## config.mk

```make
export PLATFORM = sky130hd
export DESIGN_NAME = ddr_init_seq
export DESIGN_NICKNAME = d
export VERILOG_FILES = /design/src/rtl/ddr_init_pkg.sv /design/src/rtl/ddr_init_timer.sv /design/src/rtl/ddr_init_dll_win.sv /design/src/rtl/ddr_init_cmd_enc.sv /design/src/rtl/ddr_init_seq.sv
export SDC_FILE = /design/constraint.sdc
export NUM_CORES = 1
export LEC_CHECK = 0
export BUFFER_PORTS_ARGS = -buffer_cell sky130_fd_sc_hd__buf_2
export CAP_MARGIN = 25
export CORE_MARGIN = 5
export CORE_UTILIZATION = 63
export DETAILED_ROUTE_END_ITERATION = 16
export PLACE_DENSITY = 0.88
export SLEW_MARGIN = 10
export SYNTH_ARGS = -nofsm -noshare
export SYNTH_HDL_FRONTEND = slang
export SYNTH_HIERARCHICAL = 1
export SYNTH_SLANG_ARGS = --single-unit
```

## constraint.sdc

```tcl
create_clock -name clk_i -period 4.8 [get_ports clk_i]
set_input_delay 0.48 -clock clk_i [delete_from_list [all_inputs] [get_ports clk_i]]
set_output_delay 0.48 -clock clk_i [all_outputs]
set_load 0.1 [all_outputs]
```

## src/rtl/ddr_init_pkg.sv

```systemverilog
package ddr_init_pkg;
  localparam int unsigned ADDR_W      = 13;
  localparam int unsigned BA_W        = 2;
  localparam int unsigned DLL_RST_BIT = 8;
  localparam int unsigned AP_BIT      = 10;

  typedef enum logic [1:0] {CMD_NOP, CMD_PRE, CMD_LMR, CMD_REF} cmd_e;

  typedef enum logic [3:0] {
    S_IDLE, S_NOP, S_PRE1, S_EMR, S_MR_RST, S_PRE2,
    S_REF1, S_REF2, S_MR_RUN, S_GAP, S_HOLD, S_DONE
  } state_e;

  typedef struct packed {
    logic cs_n;
    logic ras_n;
    logic cas_n;
    logic we_n;
  } pins_t;
endpackage

```

## src/rtl/ddr_init_timer.sv

```systemverilog
module ddr_init_timer #(
  parameter int unsigned W = 8
) (
  input  logic         clk_i,
  input  logic         rst_ni,
  input  logic         load_i,
  input  logic [W-1:0] val_i,
  output logic         last_o
);
  logic [W-1:0] cnt_q;

  always_ff @(posedge clk_i or negedge rst_ni) begin
    if (!rst_ni)              cnt_q <= '0;
    else if (load_i)          cnt_q <= val_i;
    else if (cnt_q != '0)     cnt_q <= cnt_q - 1'b1;
  end

  assign last_o = (cnt_q <= W'(1));
endmodule

```

## src/rtl/ddr_init_dll_win.sv

```systemverilog
module ddr_init_dll_win #(
  parameter int unsigned DLL_CYC = 200
) (
  input  logic clk_i,
  input  logic rst_ni,
  input  logic start_i,
  output logic expired_o
);
  localparam int unsigned CW = $clog2(DLL_CYC + 1);

  logic [CW-1:0] cnt_q;
  logic          armed_q;

  always_ff @(posedge clk_i or negedge rst_ni) begin
    if (!rst_ni) begin
      cnt_q   <= '0;
      armed_q <= 1'b0;
    end else if (start_i) begin
      cnt_q   <= CW'(DLL_CYC - 1);
      armed_q <= 1'b1;
    end else if (cnt_q != '0) begin
      cnt_q <= cnt_q - 1'b1;
    end
  end

  assign expired_o = armed_q && (cnt_q == '0);
endmodule

```

## src/rtl/ddr_init_cmd_enc.sv

```systemverilog
module ddr_init_cmd_enc
  import ddr_init_pkg::*;
(
  input  cmd_e  cmd_i,
  output pins_t pins_o
);
  always_comb begin
    unique case (cmd_i)
      CMD_PRE: pins_o = '{cs_n: 1'b0, ras_n: 1'b0, cas_n: 1'b1, we_n: 1'b0};
      CMD_LMR: pins_o = '{cs_n: 1'b0, ras_n: 1'b0, cas_n: 1'b0, we_n: 1'b0};
      CMD_REF: pins_o = '{cs_n: 1'b0, ras_n: 1'b0, cas_n: 1'b0, we_n: 1'b1};
      default: pins_o = '{cs_n: 1'b0, ras_n: 1'b1, cas_n: 1'b1, we_n: 1'b1};
    endcase
  end
endmodule

```

## src/rtl/ddr_init_seq.sv

```systemverilog
module ddr_init_seq
  import ddr_init_pkg::*;
#(
  parameter int unsigned       CLK_MHZ       = 200,
  parameter int unsigned       PWRUP_US      = 200,
  parameter int unsigned       SIM_PWRUP_CYC = 0,
  parameter int unsigned       T_RP          = 3,
  parameter int unsigned       T_MRD         = 2,
  parameter int unsigned       T_RFC         = 14,
  parameter int unsigned       DLL_CYC       = 200,
  parameter logic [ADDR_W-1:0] MR_VAL        = 13'h0032,
  parameter logic [ADDR_W-1:0] EMR_VAL       = 13'h0000
) (
  input  logic              clk_i,
  input  logic              rst_ni,
  input  logic              stable_i,
  output logic              cke_o,
  output logic              cs_n_o,
  output logic              ras_n_o,
  output logic              cas_n_o,
  output logic              we_n_o,
  output logic [BA_W-1:0]   ba_o,
  output logic [ADDR_W-1:0] addr_o,
  output logic              done_o
);
  localparam int unsigned PWRUP_CYC = (SIM_PWRUP_CYC != 0) ? SIM_PWRUP_CYC : CLK_MHZ * PWRUP_US;
  localparam int unsigned RP_GAP    = (T_RP  < 2) ? 2 : T_RP;
  localparam int unsigned MRD_GAP   = (T_MRD < 2) ? 2 : T_MRD;
  localparam int unsigned RFC_GAP   = (T_RFC < 2) ? 2 : T_RFC;
  localparam int unsigned MAX_GAP   = (RFC_GAP > RP_GAP) ?
                                      ((RFC_GAP > MRD_GAP) ? RFC_GAP : MRD_GAP) :
                                      ((RP_GAP  > MRD_GAP) ? RP_GAP  : MRD_GAP);
  localparam int unsigned MAX_CNT   = (PWRUP_CYC > MAX_GAP) ? PWRUP_CYC : MAX_GAP;
  localparam int unsigned TW        = $clog2(MAX_CNT + 1);
  localparam logic [ADDR_W-1:0] DLL_MASK   = ADDR_W'(1) << DLL_RST_BIT;
  localparam logic [ADDR_W-1:0] AP_MASK    = ADDR_W'(1) << AP_BIT;
  localparam logic [ADDR_W-1:0] MR_RST_VAL = MR_VAL | DLL_MASK;
  localparam logic [ADDR_W-1:0] MR_RUN_VAL = MR_VAL & ~DLL_MASK;

  state_e            state_q, state_d, nxt_q, nxt_d;
  logic              cke_q;
  logic              ld;
  logic [TW-1:0]     ld_val;
  logic              gap_last;
  logic              dll_start, dll_expired;
  cmd_e              cmd;
  pins_t             pins;
  logic [BA_W-1:0]   ba;
  logic [ADDR_W-1:0] addr;

  ddr_init_timer #(.W(TW)) u_timer (
    .clk_i  (clk_i),
    .rst_ni (rst_ni),
    .load_i (ld),
    .val_i  (ld_val),
    .last_o (gap_last)
  );

  ddr_init_dll_win #(.DLL_CYC(DLL_CYC)) u_dll (
    .clk_i     (clk_i),
    .rst_ni    (rst_ni),
    .start_i   (dll_start),
    .expired_o (dll_expired)
  );

  ddr_init_cmd_enc u_enc (
    .cmd_i  (cmd),
    .pins_o (pins)
  );

  always_comb begin
    state_d   = state_q;
    nxt_d     = nxt_q;
    ld        = 1'b0;
    ld_val    = '0;
    cmd       = CMD_NOP;
    ba        = '0;
    addr      = '0;
    dll_start = 1'b0;
    unique case (state_q)
      S_IDLE: if (stable_i) begin
        state_d = S_GAP; nxt_d = S_NOP; ld = 1'b1; ld_val = TW'(PWRUP_CYC);
      end
      S_NOP: state_d = S_PRE1;
      S_PRE1: begin
        cmd = CMD_PRE; addr = AP_MASK;
        state_d = S_GAP; nxt_d = S_EMR; ld = 1'b1; ld_val = TW'(RP_GAP - 1);
      end
      S_EMR: begin
        cmd = CMD_LMR; ba = 2'b01; addr = EMR_VAL;
        state_d = S_GAP; nxt_d = S_MR_RST; ld = 1'b1; ld_val = TW'(MRD_GAP - 1);
      end
      S_MR_RST: begin
        cmd = CMD_LMR; addr = MR_RST_VAL; dll_start = 1'b1;
        state_d = S_GAP; nxt_d = S_PRE2; ld = 1'b1; ld_val = TW'(MRD_GAP - 1);
      end
      S_PRE2: begin
        cmd = CMD_PRE; addr = AP_MASK;
        state_d = S_GAP; nxt_d = S_REF1; ld = 1'b1; ld_val = TW'(RP_GAP - 1);
      end
      S_REF1: begin
        cmd = CMD_REF;
        state_d = S_GAP; nxt_d = S_REF2; ld = 1'b1; ld_val = TW'(RFC_GAP - 1);
      end
      S_REF2: begin
        cmd = CMD_REF;
        state_d = S_GAP; nxt_d = S_MR_RUN; ld = 1'b1; ld_val = TW'(RFC_GAP - 1);
      end
      S_MR_RUN: begin
        cmd = CMD_LMR; addr = MR_RUN_VAL;
        state_d = S_GAP; nxt_d = S_HOLD; ld = 1'b1; ld_val = TW'(MRD_GAP - 1);
      end
      S_GAP:  if (gap_last) state_d = nxt_q;
      S_HOLD: if (dll_expired) state_d = S_DONE;
      S_DONE: state_d = S_DONE;
      default: state_d = S_IDLE;
    endcase
  end

  always_ff @(posedge clk_i or negedge rst_ni) begin
    if (!rst_ni) begin
      state_q <= S_IDLE;
      nxt_q   <= S_IDLE;
      cke_q   <= 1'b0;
    end else begin
      state_q <= state_d;
      nxt_q   <= nxt_d;
      if (state_d == S_NOP) cke_q <= 1'b1;
    end
  end

  assign cke_o   = cke_q;
  assign cs_n_o  = pins.cs_n;
  assign ras_n_o = pins.ras_n;
  assign cas_n_o = pins.cas_n;
  assign we_n_o  = pins.we_n;
  assign ba_o    = ba;
  assign addr_o  = addr;
  assign done_o  = (state_q == S_DONE);
endmodule

```

==> results of run 1 <==
[registers in the layout (all words and copies together) (netlist names)]
signal         count
u_timer/cnt_q     16
u_dll/cnt_q        8
nxt_q              4
state_q            4
cke_o              1
u_dll/armed_q      1
[worst max-delay path, delay by kind of cell (launching register included)]
kind            cells  cell delay (ns)
flops               1             0.64
simple gates        2             0.53
buf+inv             3             0.51
fa+ha+maj           1             0.27
compound gates      1             0.24
[cells in the final DEF (no fill, tap or decap), drive strengths merged, types with 6 or more instances in the layout]
master	instances
clkbuf	6
or3	6
ha	6
dfrtp	34
nand2	16
inv	17
nor2	29
nor3	9
buf	14
conb	17
a21oi	13
nor4	7
o21ai	24
or4	6
[worst min-delay path by stage]
| stage | to | start |
|---|---|---|
| 4_1_cts | u_timer/cnt_q[14]$_DFFE_PN0P_ | rst_ni |
| 3_3_place_gp | u_dll/armed_q$_DFFE_PN0P_ | u_dll/armed_q$_DFFE_PN0P_ |
| 2_1_floorplan | cke_o$_DFFE_PN0N_ | rst_ni |
| 6_report | u_timer/cnt_q[14]$_DFFE_PN0P_ | rst_ni |
| 3_5_place_dp | cke_o$_DFFE_PN0N_ | cke_o$_DFFE_PN0N_ |
| 5_1_grt | u_timer/cnt_q[14]$_DFFE_PN0P_ | rst_ni |
[layer usage]
| metal | part of all wire, % | vias up | track usage (%) | wire [um] |
|---|---|---|---|---|
| met5 | 0 | - | 0 | 0 |
| met4 | 0.57 | 0 | 5.85 | 27 |
| met3 | 5.4 | 6 | 4.12 | 258 |
| met2 | 52 | 70 | 35.8 | 2450 |
| met1 | 42 | 911 | 26.3 | 2010 |
| li1 | - | 908 | - | - |
[area by class of cell]
cell class / instances / area [um2]
Inverter: 17 / 66.3
Fill cell: 307 / 1180
Sequential cell: 34 / 851
Clock inverter: 2 / 12.5
Clock buffer: 6 / 82.6
Tap cell: 48 / 60.1
Timing Repair Buffer: 14 / 70.1
Multi-Input combinational cell: 202 / 1290
[synthesized netlist by cell type, types with 2 or more instances]
cell type / instances
sky130_fd_sc_hd__nand2_1: 15
sky130_fd_sc_hd__clkbuf_1: 4
sky130_fd_sc_hd__mux2_2: 2
sky130_fd_sc_hd__buf_6: 3
sky130_fd_sc_hd__conb_1: 2
sky130_fd_sc_hd__a21oi_2: 2
sky130_fd_sc_hd__nor3_1: 9
sky130_fd_sc_hd__or4_1: 5
sky130_fd_sc_hd__nor2b_1: 4
sky130_fd_sc_hd__nand2b_1: 3
sky130_fd_sc_hd__and3_1: 2
sky130_fd_sc_hd__nor4_1: 5
sky130_fd_sc_hd__nor2_1: 28
sky130_fd_sc_hd__o21ai_0: 15
sky130_fd_sc_hd__nor4b_1: 3
sky130_fd_sc_hd__nand4_1: 2
sky130_fd_sc_hd__a21oi_1: 11
sky130_fd_sc_hd__nor3b_1: 2
sky130_fd_sc_hd__xor2_1: 5
sky130_fd_sc_hd__or2_2: 3
sky130_fd_sc_hd__nand3_1: 4
sky130_fd_sc_hd__dfrtp_1: 34
sky130_fd_sc_hd__buf_4: 13
sky130_fd_sc_hd__buf_2: 2
sky130_fd_sc_hd__or2_1: 2
sky130_fd_sc_hd__inv_1: 15
sky130_fd_sc_hd__o21ai_1: 8
sky130_fd_sc_hd__mux2i_1: 5
sky130_fd_sc_hd__or3_1: 6
sky130_fd_sc_hd__a211oi_1: 3
sky130_fd_sc_hd__ha_1: 6
sky130_fd_sc_hd__a221oi_1: 2
sky130_fd_sc_hd__xnor2_1: 4
[stage by stage]
| stage | worst slack, ns | cell area (um2) | util, % | std cells |
|---|---|---|---|---|
| 3_3_place_gp | 2.21 | 2330 | 64.6 | 314 |
| 5_1_grt | 1.69 | 2430 | 67.3 | 323 |
| 2_1_floorplan | 0.359 | 2360 | - | 276 |
| 6_report | 1.83 | 2430 | 67.3 | 323 |
| 3_5_place_dp | 2.15 | 2330 | 64.7 | 315 |
| 4_1_cts | 1.83 | 2430 | 67.3 | 323 |
[kinds of logic (layout without fill, tap and decap cells)]
family / after synthesis / after routing
adder cells (fa/ha/maj): 6 / 6
multiplexers: 8 / 8
AO/OA/AOI/OAI: 55 / 55
buffers and inverters: 40 / 39
XOR/XNOR: 9 / 9
AND/OR/NAND/NOR: 107 / 107
flip-flops: 34 / 34
other: 2 / 17
==> results.yml, run 1 <==
detailed_routing:
  number_of_drc_violations_after_detailed_routing_iteration_0: 133
  routed-via-count: 1895
  routed_via_density: 5.87
  drt_drc_violations_left: 0
  detail_route.wl_per_cell_um: 14.7
  ant_nets: 0
  finalWirelength_um: 4750
  number_of_iterations_in_the_first_detailed_routing_pass: 5
setup_path:
  critPathCaptureType: "primary output"
  cp_slowest_cell: "sky130_fd_sc_hd__dfrtp_1"
  crit_end: "we_n_o"
  regToRegEndpoint: "u_timer/cnt_q[1]$_DFFE_PN0P_"
  critical_path_required_ns: 4.32
  rr_startpoint: "u_timer/cnt_q[0]$_DFFE_PN0P_"
  critPathMostFrequentCell: "sky130_fd_sc_hd__inv_1"
  critical-path-max-stage-delay_ns: 0.64
  worst_setup_sp_type: "flip-flop"
  critPathLaunch: "state_q[3]$_DFF_PN0_"
  r2r_setup_slack_ns: 2.32
  worst_path_cell_trace: "or2b_2 > a21oi_1 > or3_1 > inv_1 > ha_1 > inv_1 > buf_2"
  worstRegToRegCells: 7
  worst-endpoint-arrival_ns: 2.49
  timing_worst_setup_path_type: "flip-flop to primary output"
  worstPathMaxFanout: 13
synthesis:
  netlist-cell-type-count: 65
  ys_seq_area_share_pct: 36.9
  syn_avg_cell_area_um2: 8.84
  post_synth_fa_ha_maj_area_fraction_pct: 3.25
  synth-warning-count: 6
  synth_ff_type: "sky130_fd_sc_hd__dfrtp_1"
  synth_simple_gate_area_share_pct: 26.8
  synthDominantAreaCellType: "sky130_fd_sc_hd__dfrtp_1"
  synth_compound_gate_area_share_pct: 15.7
  mappedNetlistArea_mm2: 0.00231
  synth_edf_count: 0
  synth_top_cell_area_share_pct: 36.9
  netlist_instances: 261
  postSynthRegisterBits: 34
  synth_async_reset_ratio_pct: 100
  yosys.area_share.xor_xnor_pct: 3.41
  multiplexer_area_fraction_after_synthesis_pct: 3.79
  post_synth_main_area_contributors: "sky130_fd_sc_hd__dfrtp_1, sky130_fd_sc_hd__nor2_1, sky130_fd_sc_hd__buf_4"
  synth_top_family_by_area: "simple AND/OR/NAND/NOR gates"
sta:
  max_slew.worst_pin.slew_ns: 0.789
  fmax_achieved_mhz: 337
  layout_min_cycle_time_ns: 2.97
  finalCritPeriodShare_pct: 61.9
  hold_viol_final: 0
  report.final.slew_viol_count: 0
  max_slew_margin_pct: 46.7
  rsz0062_at_grt: "no"
  holdWs_ns: 0.249
  setup_tns_ns: 0
  finalSetupViolations: 0
  worst_clock_skew_ns: 0.00784
clock_network:
  tritoncts_num_sinks: 34
  cts-resized-gates: 0
  cts_htree_levels: 2
  clock_path_buffers: 2
  cts.clk_slew.worst_paths_ns: 0.07
  ctsHoldBuffers: 0
  insertion_delay_ns: 0.28
  inserted_clock_buffers: 5
  cts_tree: "done"
  cts.repair_timing.setup_buffer_count: 0
  cts.root.buffer_cell: "sky130_fd_sc_hd__clkbuf_8"
global_routing:
  grt_pass1_vias: 1843
  antenna_violations_before_repair: 0
  grt_remaining_overflow: 0
  track_usage_pct: 20.6
  first_pass_grt_wire_length_um: 8450
  grt_max_degree: 35
outcome:
  status: "finished, final reports clean"
layout:
  finalNetCount: 283
  area_delta_synth_final_pct: 5.20
  final_layout_size_suffix_gt1_share_pct: 17.1
  antenna_cells_inserted: 0
die:
  die_height_um: 70.5
  die_w_um: 70.5
  core_region_area_mm2: 0.00361
  floorplan.initialDensity_pct: 64.0
  die_area_mm2: 0.00497
  placement_rows: 22
  io-pin-count: 24
place:
  detailed_place_hpwl_um: 3390
  io_buffer_count: 13
  gp_congestion: 0.915
flow_run:
  drv_cap: 0
min_path:
  min-delay-path-class: "input pin to async pin"
Power of run 1 is not shown: default switching activity piles up to over one toggle a cycle in this logic, so the estimate is an artifact.
==> inputs of run 2 (changes only) <==
Settings changed: CORE_UTILIZATION 63 to 53, PLACE_DENSITY 0.88 to 0.79.
Clock period 4.8 ns to 2.4 ns, I/O delays scaled along.
==> results.yml, run 2 (same netlist as run 1, synthesis figures left out) <==
clock_network:
  cts.clk_slew.worst_paths_ns: 0.07
  cts_htree_levels: 2
  cts.root.buffer_cell: "sky130_fd_sc_hd__clkbuf_8"
  insertion_delay_ns: 0.29
  clock_path_buffers: 2
  inserted_clock_buffers: 5
  cts_tree: "done"
  tritoncts_num_sinks: 34
setup_path:
  critical_path_required_ns: 2.16
  regToRegEndpoint: "cke_o$_DFFE_PN0N_"
  r2r_setup_slack_ns: 0.30
  worst-endpoint-arrival_ns: 2.07
  worst_setup_sp_type: "flip-flop"
  worst_path_cell_trace: "buf_4 > inv_4 > nand2_1 > a21oi_4 > or3_4 > inv_2 > ha_1 > or2_4 > buf_12"
  worstRegToRegCells: 6
  critical-path-max-stage-delay_ns: 0.46
  cp_slowest_cell: "sky130_fd_sc_hd__dfrtp_2"
  rr_startpoint: "u_timer/cnt_q[6]$_DFFE_PN0P_"
  worstPathMaxFanout: 8
  timing_worst_setup_path_type: "flip-flop to primary output"
  critPathCaptureType: "primary output"
layout:
  registers.top_by_ff_count: "u_timer/cnt_q"
  largestRegisters: "u_timer/cnt_q: 16 flops, u_dll/cnt_q: 8 flops"
  layout_commonest_cell: "sky130_fd_sc_hd__dfrtp_1"
  area_delta_synth_final_pct: 12.5
  finalNetCount: 293
  most-common-layout-cells: "sky130_fd_sc_hd__dfrtp_1, sky130_fd_sc_hd__nor2_1, sky130_fd_sc_hd__conb_1"
  final_cell_count_no_fill: 337
  final_layout_size_suffix_gt1_share_pct: 22.5
  flip_flop_count_of_the_largest_register_after_layout: 16
  final_design_area_no_fill_mm2: 0.00260
  post-route-util_pct: 60.5
  antenna_cells_inserted: 0
global_routing:
  grt_max_degree: 35
  grt_pass1_vias: 1844
  track_usage_pct: 17.7
  first_pass_grt_wire_length_um: 8540
  grt_remaining_overflow: 0
  antenna_violations_before_repair: 0
place:
  io_buffer_count: 13
  post_dp_cell_area_mm2: 0.00250
  placed_cells: 329
  detailed_place_hpwl_um: 3550
  gp_congestion: 0.869
outcome:
  status: "finished, final reports clean"
sta:
  hold_viol_final: 0
  fmax_achieved_mhz: 432
  finalSetupViolations: 0
  finalCritPeriodShare_pct: 96.4
  layout_min_cycle_time_ns: 2.31
  max_slew_margin_pct: 49.1
  max_slew.worst_pin.slew_ns: 0.763
  worst_clock_skew_ns: 0.00793
  rsz0062_at_grt: "no"
  report.final.slew_viol_count: 0
detailed_routing:
  routed_via_density: 5.66
  routed-via-count: 1906
  drt_drc_violations_left: 0
  detail_route.wl_per_cell_um: 14.6
  finalWirelength_um: 4930
  ant_nets: 0
  number_of_iterations_in_the_first_detailed_routing_pass: 4
  number_of_drc_violations_after_detailed_routing_iteration_0: 121
flow_run:
  drv_cap: 0
die:
  floorplan.initialDensity_pct: 53.8
  placement_rows: 24
  core_region_area_mm2: 0.00429
  io-pin-count: 24
  die_w_um: 76.0
  die_height_um: 76.0
  die_area_mm2: 0.00578
min_path:
  min-delay-path-class: "input pin to async pin"
run 2: layer usage:
| metal | up-vias | routed length [um] | GRT usage (%) |
|---|---|---|---|
| met1 | 922 | 2050 | 21.2 |
| met4 | 0 | 91 | 6.94 |
| met3 | 11 | 178 | 4.14 |
| li1 | 933 | - | - |
| met2 | 40 | 2610 | 30.3 |
| met5 | - | 0 | 0 |
run 2: worst max-delay path by stage:
stage	start	endpoint	slack [ns]	cells after the start
after global routing	state_q[2]$_DFF_PN0_	cas_n_o	0.001	7
after floorplan	state_q[1]$_DFF_PN0_	we_n_o	-0.31	7
after detailed placement	state_q[1]$_DFF_PN0_	cas_n_o	0.33	7
after global placement	state_q[1]$_DFF_PN0_	cas_n_o	0.34	7
final	state_q[3]$_DFF_PN0_	cas_n_o	0.09	9
after CTS	state_q[1]$_DFF_PN0_	cas_n_o	0.006	7
run 2: timing repair:
action,in CTS,in global routing
buffers inserted,0,0
hold buffers,0,0
resized for setup,0,3
setup endpoints to repair,0,2
run 2: per-stage QoR:
| stage | setup slack [ns] | hold WS, ns | TNS [ns] |
|---|---|---|---|
| finish | 0.0854 | 0.0182 | 0 |
| global route | 0.000965 | 0.0876 | 0 |
| CTS | 0.00552 | 0.0402 | 0 |
| detailed placement | 0.330 | 0.355 | 0 |
| global placement | 0.341 | 0.351 | 0 |
| floorplan | -0.311 | -0.0556 | -0.614 |
run 2: cell type report:
type / count / area (um2)
clock buffers: 7 / 86.3
clock inverters: 1 / 5.00
fillers: 376 / 1700
inverters: 17 / 70.1
multi-input cells: 202 / 1320
flip-flops and latches: 34 / 853
well taps: 52 / 65.1
repair buffers: 24 / 193
run 2: worst max-delay path: cells and delay by family, from the launching register on:
| kind | cells | cell delay [ns] |
|---|---|---|
| AND/OR/NAND/NOR | 3 | 0.50 |
| buffers and inverters | 4 | 0.47 |
| flip-flops | 1 | 0.46 |
| AO/OA/AOI/OAI | 1 | 0.17 |
| adder cells (fa/ha/maj) | 1 | 0.17 |
Power of run 2 is left out for the same reason.
